[config.mk]
export PLATFORM = sky130hd
export DESIGN_NAME = zt_sram
export DESIGN_NICKNAME = d
export VERILOG_FILES = /design/src/rtl/zt_sram_pkg.sv /design/src/rtl/zt_sram_cmd.sv /design/src/rtl/zt_sram_lwbuf.sv /design/src/rtl/zt_sram_rdout.sv /design/src/rtl/zt_sram.sv
export SDC_FILE = /design/constraint.sdc
export NUM_CORES = 2
export LEC_CHECK = 0
export BUFFER_PORTS_ARGS = -buffer_cell sky130_fd_sc_hd__buf_2
export CAP_MARGIN = 20
export CORE_MARGIN = 5
export CORE_UTILIZATION = 35
export DETAILED_ROUTE_END_ITERATION = 16
export MAX_ROUTING_LAYER = met4
export PLACE_DENSITY = 0.5
export RECOVER_POWER = 100
export SYNTH_ARGS = -nofsm -noshare
export SYNTH_HDL_FRONTEND = slang
export SYNTH_SLANG_ARGS = --single-unit
export TNS_END_PERCENT = 1
[constraint.sdc]
create_clock -name clk -period 7.7 [get_ports clk]
set_input_delay 0.385 -clock clk [delete_from_list [all_inputs] [get_ports clk]]
set_output_delay 0.385 -clock clk [all_outputs]
set_load 0.005 [all_outputs]
[src/rtl/zt_sram_pkg.sv]
package zt_sram_pkg;

   // Kind of operation occupying a pipeline slot.
   typedef enum logic [1:0] {
      CYC_IDLE  = 2'd0,
      CYC_READ  = 2'd1,
      CYC_WRITE = 2'd2
   } zt_cyc_e;

endpackage

[src/rtl/zt_sram_cmd.sv]
module zt_sram_cmd
   import zt_sram_pkg::*;
#(
   parameter int AW           = 6,
   parameter int LANES        = 4,
   parameter int BURST_LEN    = 4,
   parameter bit LINEAR_BURST = 1'b1,
   localparam int BW          = $clog2(BURST_LEN)
)(
   input  logic             clk,
   input  logic             rst_n,
   input  logic             adv_en,
   input  logic             ld_n,
   input  logic             wr_n,
   input  logic             sel_a_n,
   input  logic             sel_b_n,
   input  logic             sel_c,
   input  logic [LANES-1:0] lane_we_n,
   input  logic [AW-1:0]    addr,
   output zt_cyc_e          cyc_q,
   output logic [AW-1:0]    addr_q,
   output logic [LANES-1:0] mask_q
);

   zt_cyc_e       bst_kind;
   zt_cyc_e       ld_kind;
   logic [AW-1:0] bst_base;
   logic [BW-1:0] bst_cnt;
   logic [BW-1:0] nxt_cnt;
   logic [BW-1:0] step_lo;
   logic          chip_on;

   assign chip_on = ~sel_a_n & ~sel_b_n & sel_c;
   assign ld_kind = !chip_on ? CYC_IDLE : (wr_n ? CYC_READ : CYC_WRITE);
   assign nxt_cnt = bst_cnt + 1'b1;

   // Burst order variant chosen at elaboration.
   generate
      if (LINEAR_BURST) begin : g_linear
         assign step_lo = bst_base[BW-1:0] + nxt_cnt;
      end else begin : g_interleave
         assign step_lo = bst_base[BW-1:0] ^ nxt_cnt;
      end
   endgenerate

   always_ff @(posedge clk or negedge rst_n) begin
      if (!rst_n) begin
         cyc_q    <= CYC_IDLE;
         bst_kind <= CYC_IDLE;
         bst_base <= '0;
         bst_cnt  <= '0;
         addr_q   <= '0;
         mask_q   <= '0;
      end else if (adv_en) begin
         mask_q <= ~lane_we_n;
         if (!ld_n) begin
            bst_cnt  <= '0;
            bst_kind <= ld_kind;
            cyc_q    <= ld_kind;
            if (chip_on) begin
               bst_base <= addr;
               addr_q   <= addr;
            end
         end else begin
            bst_cnt <= nxt_cnt;
            addr_q  <= {bst_base[AW-1:BW], step_lo};
            cyc_q   <= bst_kind;
         end
      end
   end

   // a load without the full select pattern yields an idle slot
   a_r2_desel_load: assert property (@(posedge clk) disable iff (!rst_n)
      (adv_en && !ld_n && (sel_a_n || sel_b_n || !sel_c)) |=> (cyc_q == CYC_IDLE));

   // continuing from a deselect stays deselected
   a_r7_cont_desel: assert property (@(posedge clk) disable iff (!rst_n)
      (adv_en && ld_n && (cyc_q == CYC_IDLE)) |=> (cyc_q == CYC_IDLE));

   // a continuation keeps the command type of its burst
   a_r6_cont_type: assert property (@(posedge clk) disable iff (!rst_n)
      (adv_en && ld_n && (cyc_q != CYC_IDLE)) |=> (cyc_q == $past(cyc_q)));

   // a continuation stays inside its aligned burst group
   a_r6_cont_group: assert property (@(posedge clk) disable iff (!rst_n)
      (adv_en && ld_n && (cyc_q != CYC_IDLE)) |=> (addr_q[AW-1:BW] == $past(addr_q[AW-1:BW])));

   // an ignored edge leaves the command stage untouched
   a_r8_cmd_hold: assert property (@(posedge clk) disable iff (!rst_n)
      !adv_en |=> ($stable(cyc_q) && $stable(addr_q) && $stable(mask_q)));

endmodule

[src/rtl/zt_sram_lwbuf.sv]
module zt_sram_lwbuf #(
   parameter int LANES    = 4,
   parameter int LANE_W   = 9,
   parameter int DEPTH    = 64,
   localparam int AW      = $clog2(DEPTH),
   localparam int DW      = LANES * LANE_W
)(
   input  logic             clk,
   input  logic             rst_n,
   input  logic             adv_en,
   input  logic             cap_en,
   input  logic [AW-1:0]    cap_addr,
   input  logic [LANES-1:0] cap_mask,
   input  logic [DW-1:0]    cap_data,
   input  logic [AW-1:0]    rd_addr,
   output logic [DW-1:0]    rd_word
);

   logic             lw_vld;
   logic [AW-1:0]    lw_addr;
   logic [LANES-1:0] lw_mask;
   logic [DW-1:0]    lw_data;
   logic             lw_hit;
   logic             retire;

   // Pending write moves to the array when the next write is captured.
   assign retire = adv_en && cap_en && lw_vld;
   assign lw_hit = lw_vld && (lw_addr == rd_addr);

   always_ff @(posedge clk or negedge rst_n) begin
      if (!rst_n) begin
         lw_vld  <= 1'b0;
         lw_addr <= '0;
         lw_mask <= '0;
         lw_data <= '0;
      end else if (adv_en && cap_en) begin
         lw_vld  <= 1'b1;
         lw_addr <= cap_addr;
         lw_mask <= cap_mask;
         lw_data <= cap_data;
      end
   end

   // One storage column per lane, with lane-wise forwarding.
   generate
      for (genvar g = 0; g < LANES; g++) begin : g_lane
         logic [LANE_W-1:0] mem [DEPTH];

         always_ff @(posedge clk) begin
            if (retire && lw_mask[g])
               mem[lw_addr] <= lw_data[g*LANE_W +: LANE_W];
         end

         assign rd_word[g*LANE_W +: LANE_W] = (lw_hit && lw_mask[g])
                                            ? lw_data[g*LANE_W +: LANE_W]
                                            : mem[rd_addr];
      end
   endgenerate

   // an ignored edge neither captures nor retires write data
   a_r8_lw_hold: assert property (@(posedge clk) disable iff (!rst_n)
      !adv_en |=> ($stable(lw_vld) && $stable(lw_addr) && $stable(lw_data) && $stable(lw_mask)));

   // once captured, the pending write stays visible until replaced
   a_r5_lw_sticky: assert property (@(posedge clk) disable iff (!rst_n)
      lw_vld |=> lw_vld);

endmodule

[src/rtl/zt_sram_rdout.sv]
module zt_sram_rdout #(
   parameter int DW = 36
)(
   input  logic          clk,
   input  logic          rst_n,
   input  logic          adv_en,
   input  logic          rd_take,
   input  logic [DW-1:0] rd_word,
   input  logic          oe_n,
   output logic [DW-1:0] rdata,
   output logic          rdata_oe
);

   logic [DW-1:0] rq;
   logic          rv;

   always_ff @(posedge clk or negedge rst_n) begin
      if (!rst_n) begin
         rq <= '0;
         rv <= 1'b0;
      end else if (adv_en) begin
         rv <= rd_take;
         if (rd_take)
            rq <= rd_word;
      end
   end

   assign rdata_oe = rv & ~oe_n;
   assign rdata    = rdata_oe ? rq : '0;

   // the output register holds across an ignored edge
   a_r8_out_hold: assert property (@(posedge clk) disable iff (!rst_n)
      !adv_en |=> ($stable(rq) && $stable(rv)));

endmodule

[src/rtl/zt_sram.sv]
module zt_sram
   import zt_sram_pkg::*;
#(
   parameter int LANES        = 4,
   parameter int LANE_W       = 9,
   parameter int DEPTH        = 64,
   parameter int BURST_LEN    = 4,
   parameter bit LINEAR_BURST = 1'b1,
   localparam int AW          = $clog2(DEPTH),
   localparam int DW          = LANES * LANE_W
)(
   input  logic             clk,
   input  logic             rst_n,
   input  logic             cke_n,
   input  logic             ld_n,
   input  logic             wr_n,
   input  logic             sel_a_n,
   input  logic             sel_b_n,
   input  logic             sel_c,
   input  logic [LANES-1:0] lane_we_n,
   input  logic [AW-1:0]    addr,
   input  logic [DW-1:0]    wdata,
   input  logic             oe_n,
   output logic [DW-1:0]    rdata,
   output logic             rdata_oe
);

   // Elaboration-time parameter checks.
   generate
      if ((DEPTH & (DEPTH - 1)) != 0 || DEPTH < 2) begin : g_bad_depth
         $error("zt_sram: DEPTH must be a power of two");
      end
      if ((BURST_LEN & (BURST_LEN - 1)) != 0 || BURST_LEN < 2) begin : g_bad_burst
         $error("zt_sram: BURST_LEN must be a power of two of at least 2");
      end
      if (BURST_LEN >= DEPTH) begin : g_burst_span
         $error("zt_sram: BURST_LEN must be below DEPTH");
      end
      if (LANES < 1 || LANE_W < 1) begin : g_bad_lane
         $error("zt_sram: lane shape must be non-empty");
      end
   endgenerate

   logic             adv_en;
   zt_cyc_e          s1_cyc;
   logic [AW-1:0]    s1_addr;
   logic [LANES-1:0] s1_mask;
   zt_cyc_e          s2_cyc;
   logic [AW-1:0]    s2_addr;
   logic [LANES-1:0] s2_mask;
   logic [DW-1:0]    rd_word;
   logic             s2_wr;
   logic             s2_rd;

   assign adv_en = ~cke_n;
   assign s2_wr  = (s2_cyc == CYC_WRITE);
   assign s2_rd  = (s2_cyc == CYC_READ);

   zt_sram_cmd #(
      .AW           (AW),
      .LANES        (LANES),
      .BURST_LEN    (BURST_LEN),
      .LINEAR_BURST (LINEAR_BURST)
   ) u_cmd (
      .clk       (clk),
      .rst_n     (rst_n),
      .adv_en    (adv_en),
      .ld_n      (ld_n),
      .wr_n      (wr_n),
      .sel_a_n   (sel_a_n),
      .sel_b_n   (sel_b_n),
      .sel_c     (sel_c),
      .lane_we_n (lane_we_n),
      .addr      (addr),
      .cyc_q     (s1_cyc),
      .addr_q    (s1_addr),
      .mask_q    (s1_mask)
   );

   // Second command stage: lines the command up with its write data.
   always_ff @(posedge clk or negedge rst_n) begin
      if (!rst_n) begin
         s2_cyc  <= CYC_IDLE;
         s2_addr <= '0;
         s2_mask <= '0;
      end else if (adv_en) begin
         s2_cyc  <= s1_cyc;
         s2_addr <= s1_addr;
         s2_mask <= s1_mask;
      end
   end

   zt_sram_lwbuf #(
      .LANES  (LANES),
      .LANE_W (LANE_W),
      .DEPTH  (DEPTH)
   ) u_lwbuf (
      .clk      (clk),
      .rst_n    (rst_n),
      .adv_en   (adv_en),
      .cap_en   (s2_wr),
      .cap_addr (s2_addr),
      .cap_mask (s2_mask),
      .cap_data (wdata),
      .rd_addr  (s2_addr),
      .rd_word  (rd_word)
   );

   zt_sram_rdout #(
      .DW (DW)
   ) u_rdout (
      .clk      (clk),
      .rst_n    (rst_n),
      .adv_en   (adv_en),
      .rd_take  (s2_rd),
      .rd_word  (rd_word),
      .oe_n     (oe_n),
      .rdata    (rdata),
      .rdata_oe (rdata_oe)
   );

   // a write slot reaching the output leaves the bus undriven
   a_r9_write_hiz: assert property (@(posedge clk) disable iff (!rst_n)
      (adv_en && s2_wr) |=> !rdata_oe);

   // a deselected slot reaching the output leaves the bus undriven
   a_r2_idle_hiz: assert property (@(posedge clk) disable iff (!rst_n)
      (adv_en && (s2_cyc == CYC_IDLE)) |=> !rdata_oe);

   // an ignored edge holds the middle stage
   a_r8_s2_hold: assert property (@(posedge clk) disable iff (!rst_n)
      cke_n |=> ($stable(s2_cyc) && $stable(s2_addr)));

   // reset state is deselected and undriven
   a_r1_reset_idle: assert property (@(posedge clk)
      !rst_n |-> (!rdata_oe && (s2_cyc == CYC_IDLE)));

endmodule

# Word-level counts from Yosys, hierarchy flattened
# Memories as Yosys holds them, arrays and structs flattened.
# Cells that the tools add are included.
# op_classes
n_addsub	2
eq_ne	3
n_mux	19
bitwise_logic	9
n_reduce_logical	16
# op_table
op	n
36-bit two-way mux	1
9-bit two-way mux	4
6-bit two-way mux	2
1-bit logical AND	11
1-bit two-way mux	8
2-bit two-way mux	4
6-bit == test	1
2-bit AND reduction	3
1-bit inverter	5
4-bit inverter	1
1-bit AND	3
3-bit AND reduction	1
2-bit by 1-bit adder with 2-bit output (second input constant)	1
2-bit adder	1
2-bit by 1-bit == test with 1-bit output (second input constant)	1
2-bit == test (second input constant)	1
2-bit nonzero test	1
# totals
regBits	116
ramBits	2304
inputBits	55
output_inout_bits	37
word_cells	67
n_memories	4
# mem_list
name	depth	word_bits	read_ports	rd_clocked_by_memory_dff	write_ports	line_no	rtl
u_lwbuf.g_lane[0].mem	64	9	1	0	1	zt_sram_lwbuf.sv:47	logic [LANE_W-1:0] mem [DEPTH];
u_lwbuf.g_lane[1].mem	64	9	1	0	1	zt_sram_lwbuf.sv:47	
u_lwbuf.g_lane[2].mem	64	9	1	0	1	zt_sram_lwbuf.sv:47	
u_lwbuf.g_lane[3].mem	64	9	1	0	1	zt_sram_lwbuf.sv:47	

# Longest topological paths before layout
# depth
ltp_word	6
ltp_mapped	10
depth_no_buf	7

# Hierarchy
# A second synthesis with hierarchy kept.
# hier_totals
hier_cells	4687
hier_area_um2	94391.8
# modules_own_cells
module	instances	cells_each	area_per_inst_um2	seq_area_each_um2
zt_sram_lwbuf	1	4469	91190.0	70362.5
zt_sram_rdout	1	120	1745.4	925.9
zt_sram_cmd	1	70	959.7	500.5
zt_sram	1	28	496.7	300.3

# Least setup slack after synthesis
# OpenSTA, ideal clock, no wires.
# synth_path
path_kind	input -> register
start	input port cke_n
end	memory u_lwbuf.g_lane[1].mem[0][0] (enable)
setup_time_ns	0.374
arrival_ns	2.113
t_required_ns	7.326
path_slack_ns	5.213
stages	5
path_buffers	2
path_cell_list	nor3b_1 > clkbuf_1 > nand3_1 > clkbuf_1 > nor2_1
# synth_between
elab_chain_cells	6
# synth_rtl
element	line_no	rtl
start: declaration	zt_sram.sv:14	input logic cke_n,
1-bit inverter (no line)	--	
1-bit logical AND (2 in series)	zt_sram_lwbuf.sv:27	assign retire = adv_en && cap_en && lw_vld;
1-bit logical AND	zt_sram_lwbuf.sv:50	if (retire && lw_mask[g])
1-bit two-way mux	zt_sram_lwbuf.sv:50	
1-bit two-way mux (not written as such)	zt_sram_lwbuf.sv:51	mem[lw_addr] <= lw_data[g*LANE_W +: LANE_W];
end: declaration	zt_sram_lwbuf.sv:47	
# Every way passes these cells.

# Final worst setup path
# layout_path
start	register s2_cyc[1]
end	memory u_lwbuf.g_lane[2].mem[30][4] (enable)
# layout_between
elab_chain_cells	6
# layout_rtl
element	line_no	rtl
start: declaration	zt_sram.sv:48	zt_cyc_e s2_cyc;
start signal: assignment	zt_sram.sv:87	s2_cyc <= s1_cyc;
2-bit == test	zt_sram.sv:56	assign s2_wr = (s2_cyc == CYC_WRITE);
1-bit logical AND (2 in series)	zt_sram_lwbuf.sv:27	
1-bit logical AND	zt_sram_lwbuf.sv:50	
1-bit two-way mux	zt_sram_lwbuf.sv:50	
1-bit two-way mux (not written as such)	zt_sram_lwbuf.sv:51	
end: declaration	zt_sram_lwbuf.sv:47	
# Every way passes these cells.

==> impl_metrics.toml <==
[clock_tree]
cts_hold_buf = 54
cts_buffers = 237
cts_max_path_buffers = 3
cts.sinks = 2420
clock_latency_ps = 890
post-cts-setup-buffers = 0
cts_resized = 0
htree_levels = 4
cts_tree = "done"
root_buffer = "clkbuf_16"
clk_pin_slew_ps = 60

[timing]
skew_ps = 60.7
setup-violations-final = 0
fin_setup_tns_ps = 0
min_period_ps = 5460
worst_slew_pin_slew_ps = 3920
drv_slew = 2386
timing.fmax_ghz = 0.183
setup_ws_ps = 2240
hold_viol = 0
relSlewSlack_pct = -161
rsz0062_at_grt = "no"
finalCritPeriodShare_pct = 70.9

[synth]
synthMuxAreaShare_pct = 14.8
synth-edff-count = 2304
synth_most_common_cell = "edfxtp_1"
synthCells = 4362
synthXorXnorAreaFrac_pct = 0.0850
synth_compound_area_share_pct = 3.80
synth_warnings = 0
synth_top_area_share_pct = 74.6
ys.flop_type = "edfxtp_1"
netlist_top_cells_count = "2,304 x edfxtp_1, 576 x mux4_2, 298 x nor2_1, 288 x a22oi_1, 173 x clkbuf_1"
synth_top_family_by_area = "multiplexers"
synthTopCellsByArea = "edfxtp_1 75%, mux4_2 14%, dfrtp_1 3.1%"
avgSynthCellArea_um2 = 21.3
synthDistinctLibCells = 35
yosysSeqAreaShare_pct = 77.8
ys_ff_latch = 2420
synth-async-reset-ratio_pct = 4.79
synth_top_area_cell = "edfxtp_1"
synthAdderAreaFrac_pct = 0.0135
syn_area_mm2 = 0.0927
syn_nets = 4418
synthSimpleGateAreaFrac_pct = 2.21

[finish]
n_fill_cell = 23700
multiInputGateArea_mm2 = 0.0195
drive_gt1_share_pct = 24.0
register_area_mm2 = 0.0721
layout.nets = 4644
area_delta_synth_final_pct = 13.5

[global_routing]
grt_util_met3_pct = 3.43
overflow = 0
met2_usage_pct = 29.0
grt_pass1_wl_um = 367000
antenna_found_initial = 20
busiest_layer = "met2"
grt_usage_pct = 19.1
grtUsageMet1_pct = 26.5
grt_max_degree = 121
grt_pass1_vias = 45800

[placement]
place.gp.congestion = 0.787
portBuffers = 91
dpl_worst_slack_ps = 3820
place_hpwl_um = 155000

[critical_path]
crit_fanout = 43
critPathCaptureType = "flip-flop"
critPathLaunchType = "flip-flop"
r2r_setup_slack_ps = 2240
cp.arrival_ps = 5970
crit_type = "reg2reg"
required_ps = 8210

[pwr]
ir_worst_vdd_v = 0.000445
p_switching_mw = 9.85
p_clk_share_pct = 32.6
netSwitchingFraction_pct = 28.7
p_int_mw = 24.4
powerDensity_mw_per_mm2 = 326
p_leak_nw = 32.0
p_comb_share_pct = 17.8
seq_power_share_pct = 49.6

[drt]
viasPerCell = 5.45
drtAntennaViolNets = 0
num_vias = 45500
drc_errors = 0
first_pass_iters = 7
wl_um = 261000
drt_iter0_markers = 4740
wl_per_cell_um = 31.2

[status]
status = "complete, but fails checks"
violations = "max-capacitance violations, max-slew violations"

[floorplanning]
die_area_mm2 = 0.275
fp.dieH_um = 525
design.core.area_mm2 = 0.264
pin_count = 92
rows = 189
die_w_um = 525
start_util_pct = 35.1

[min_path]
hold_class = "in2reg"

[job]
cap_violations = 42
-- per-stage QoR --
step	power [mW]	instance area, um^2	utilization [%]	hold slack, ps	instances
after floorplan	20.3	92700	-	89.4	4362
after global routing	35.5	105000	39.8	79.7	8341
after CTS	34.4	105000	39.9	5.24	8324
final	34.3	105000	39.8	72.4	8345
after global placement	23.2	97400	36.9	478	7813
after detailed placement	23.3	97500	36.9	477	7821
-- state kept, by name (all words and copies together) (netlist names) --
register / count
u_lwbuf.g_lane.mem: 2304
u_lwbuf.lw_data: 36
u_rdout.rq: 36
s2_addr: 6
u_cmd.addr_q: 6
u_cmd.bst_base: 6
u_lwbuf.lw_addr: 6
s2_mask: 4
u_cmd.mask_q: 4
u_lwbuf.lw_mask: 4
s2_cyc: 2
u_cmd.bst_cnt: 2
u_cmd.bst_kind: 2
u_lwbuf.lw_vld: 1
u_rdout.rv: 1
-- final cells by class --
class	instances	area share, %
Tap cell	3533	4.20
Sequential cell	2420	68.5
Multi-Input combinational cell	1670	18.5
Clock buffer	304	5.98
Timing Repair Buffer	258	1.65
Antenna cell	14	0.0333
Inverter	1	0.00357
Clock inverter	145	1.08
-- cells by family after synthesis --
family                     Yosys count
muxes                              646
xor gates and xnor gates             9
and+or+nand+nor                    493
buffers and inverters              272
DFF                               2420
AOI/OAI and AO/OA                  521
adders and majority gates            1
-- layout by cell type (no fill, tap or decap), drive strengths merged --
master and count:
o21bai 1, dfrtp 116, o21ai 14, a21oi 144, clkinvlp 9, xor2 3, and4 1, and3 6
nand2 119, clkinv 116, a22oi 288, nand3 9, mux2 65, mux4 576, or2 2, o41ai 36
clkbuf 384, diode 14, ha 1, a21o 1, mux2i 5, and2 37, inv 11, and3b 4
edfxtp 2304, a22o 1, a31oi 36, nor2b 3, nand2b 2, dlygate4sd3 54, bufinv 10, xnor2 6
nor2 298, buf 124, nor3 3, nor3b 9
-- worst max-delay path: stages (launching register included) --
cell	delay [ps]
dfrtp_1	400
nor3b_1	250
clkbuf_1	1610
nand3_1	1250
buf_4	670
nor2_1	800
-- metal layers --
layer / vias to the layer above / share of wire [%]
met4: 0 / 2.9
met1: 24800 / 43
met3: 371 / 6.5
met5: - / 0
met2: 1579 / 47
li1: 18700 / -
-- path summary, 6_finish.rpt --
check                      cells past startpoint                      endpoint             from
setup / recovery                               5  u_lwbuf.g_lane[2].mem[30][4]        s2_cyc[1]
setup reg to reg                               5  u_lwbuf.g_lane[2].mem[30][4]        s2_cyc[1]
hold reg to reg                                2               u_cmd.addr_q[2]  u_cmd.addr_q[2]
hold / removal                                 3              u_cmd.bst_cnt[0]            cke_n
max in group asynchronous                      3           u_lwbuf.lw_data[33]            rst_n
min in group asynchronous                      2           u_lwbuf.lw_data[12]            rst_n
-- power by group through the flow --
| stage | Sequential, mW | Clock, mW | Combinational (mW) |
|---|---|---|---|
| after floorplan | 17.4 | 0 | 2.98 |
| after global placement | 17.1 | 0 | 6.09 |
| after detailed placement | 17.1 | 0 | 6.21 |
| after CTS | 16.8 | 11.4 | 6.22 |
| after global routing | 17.1 | 12.0 | 6.50 |
| final | 17.0 | 11.2 | 6.10 |
Power figures use the tool's default switching activity.
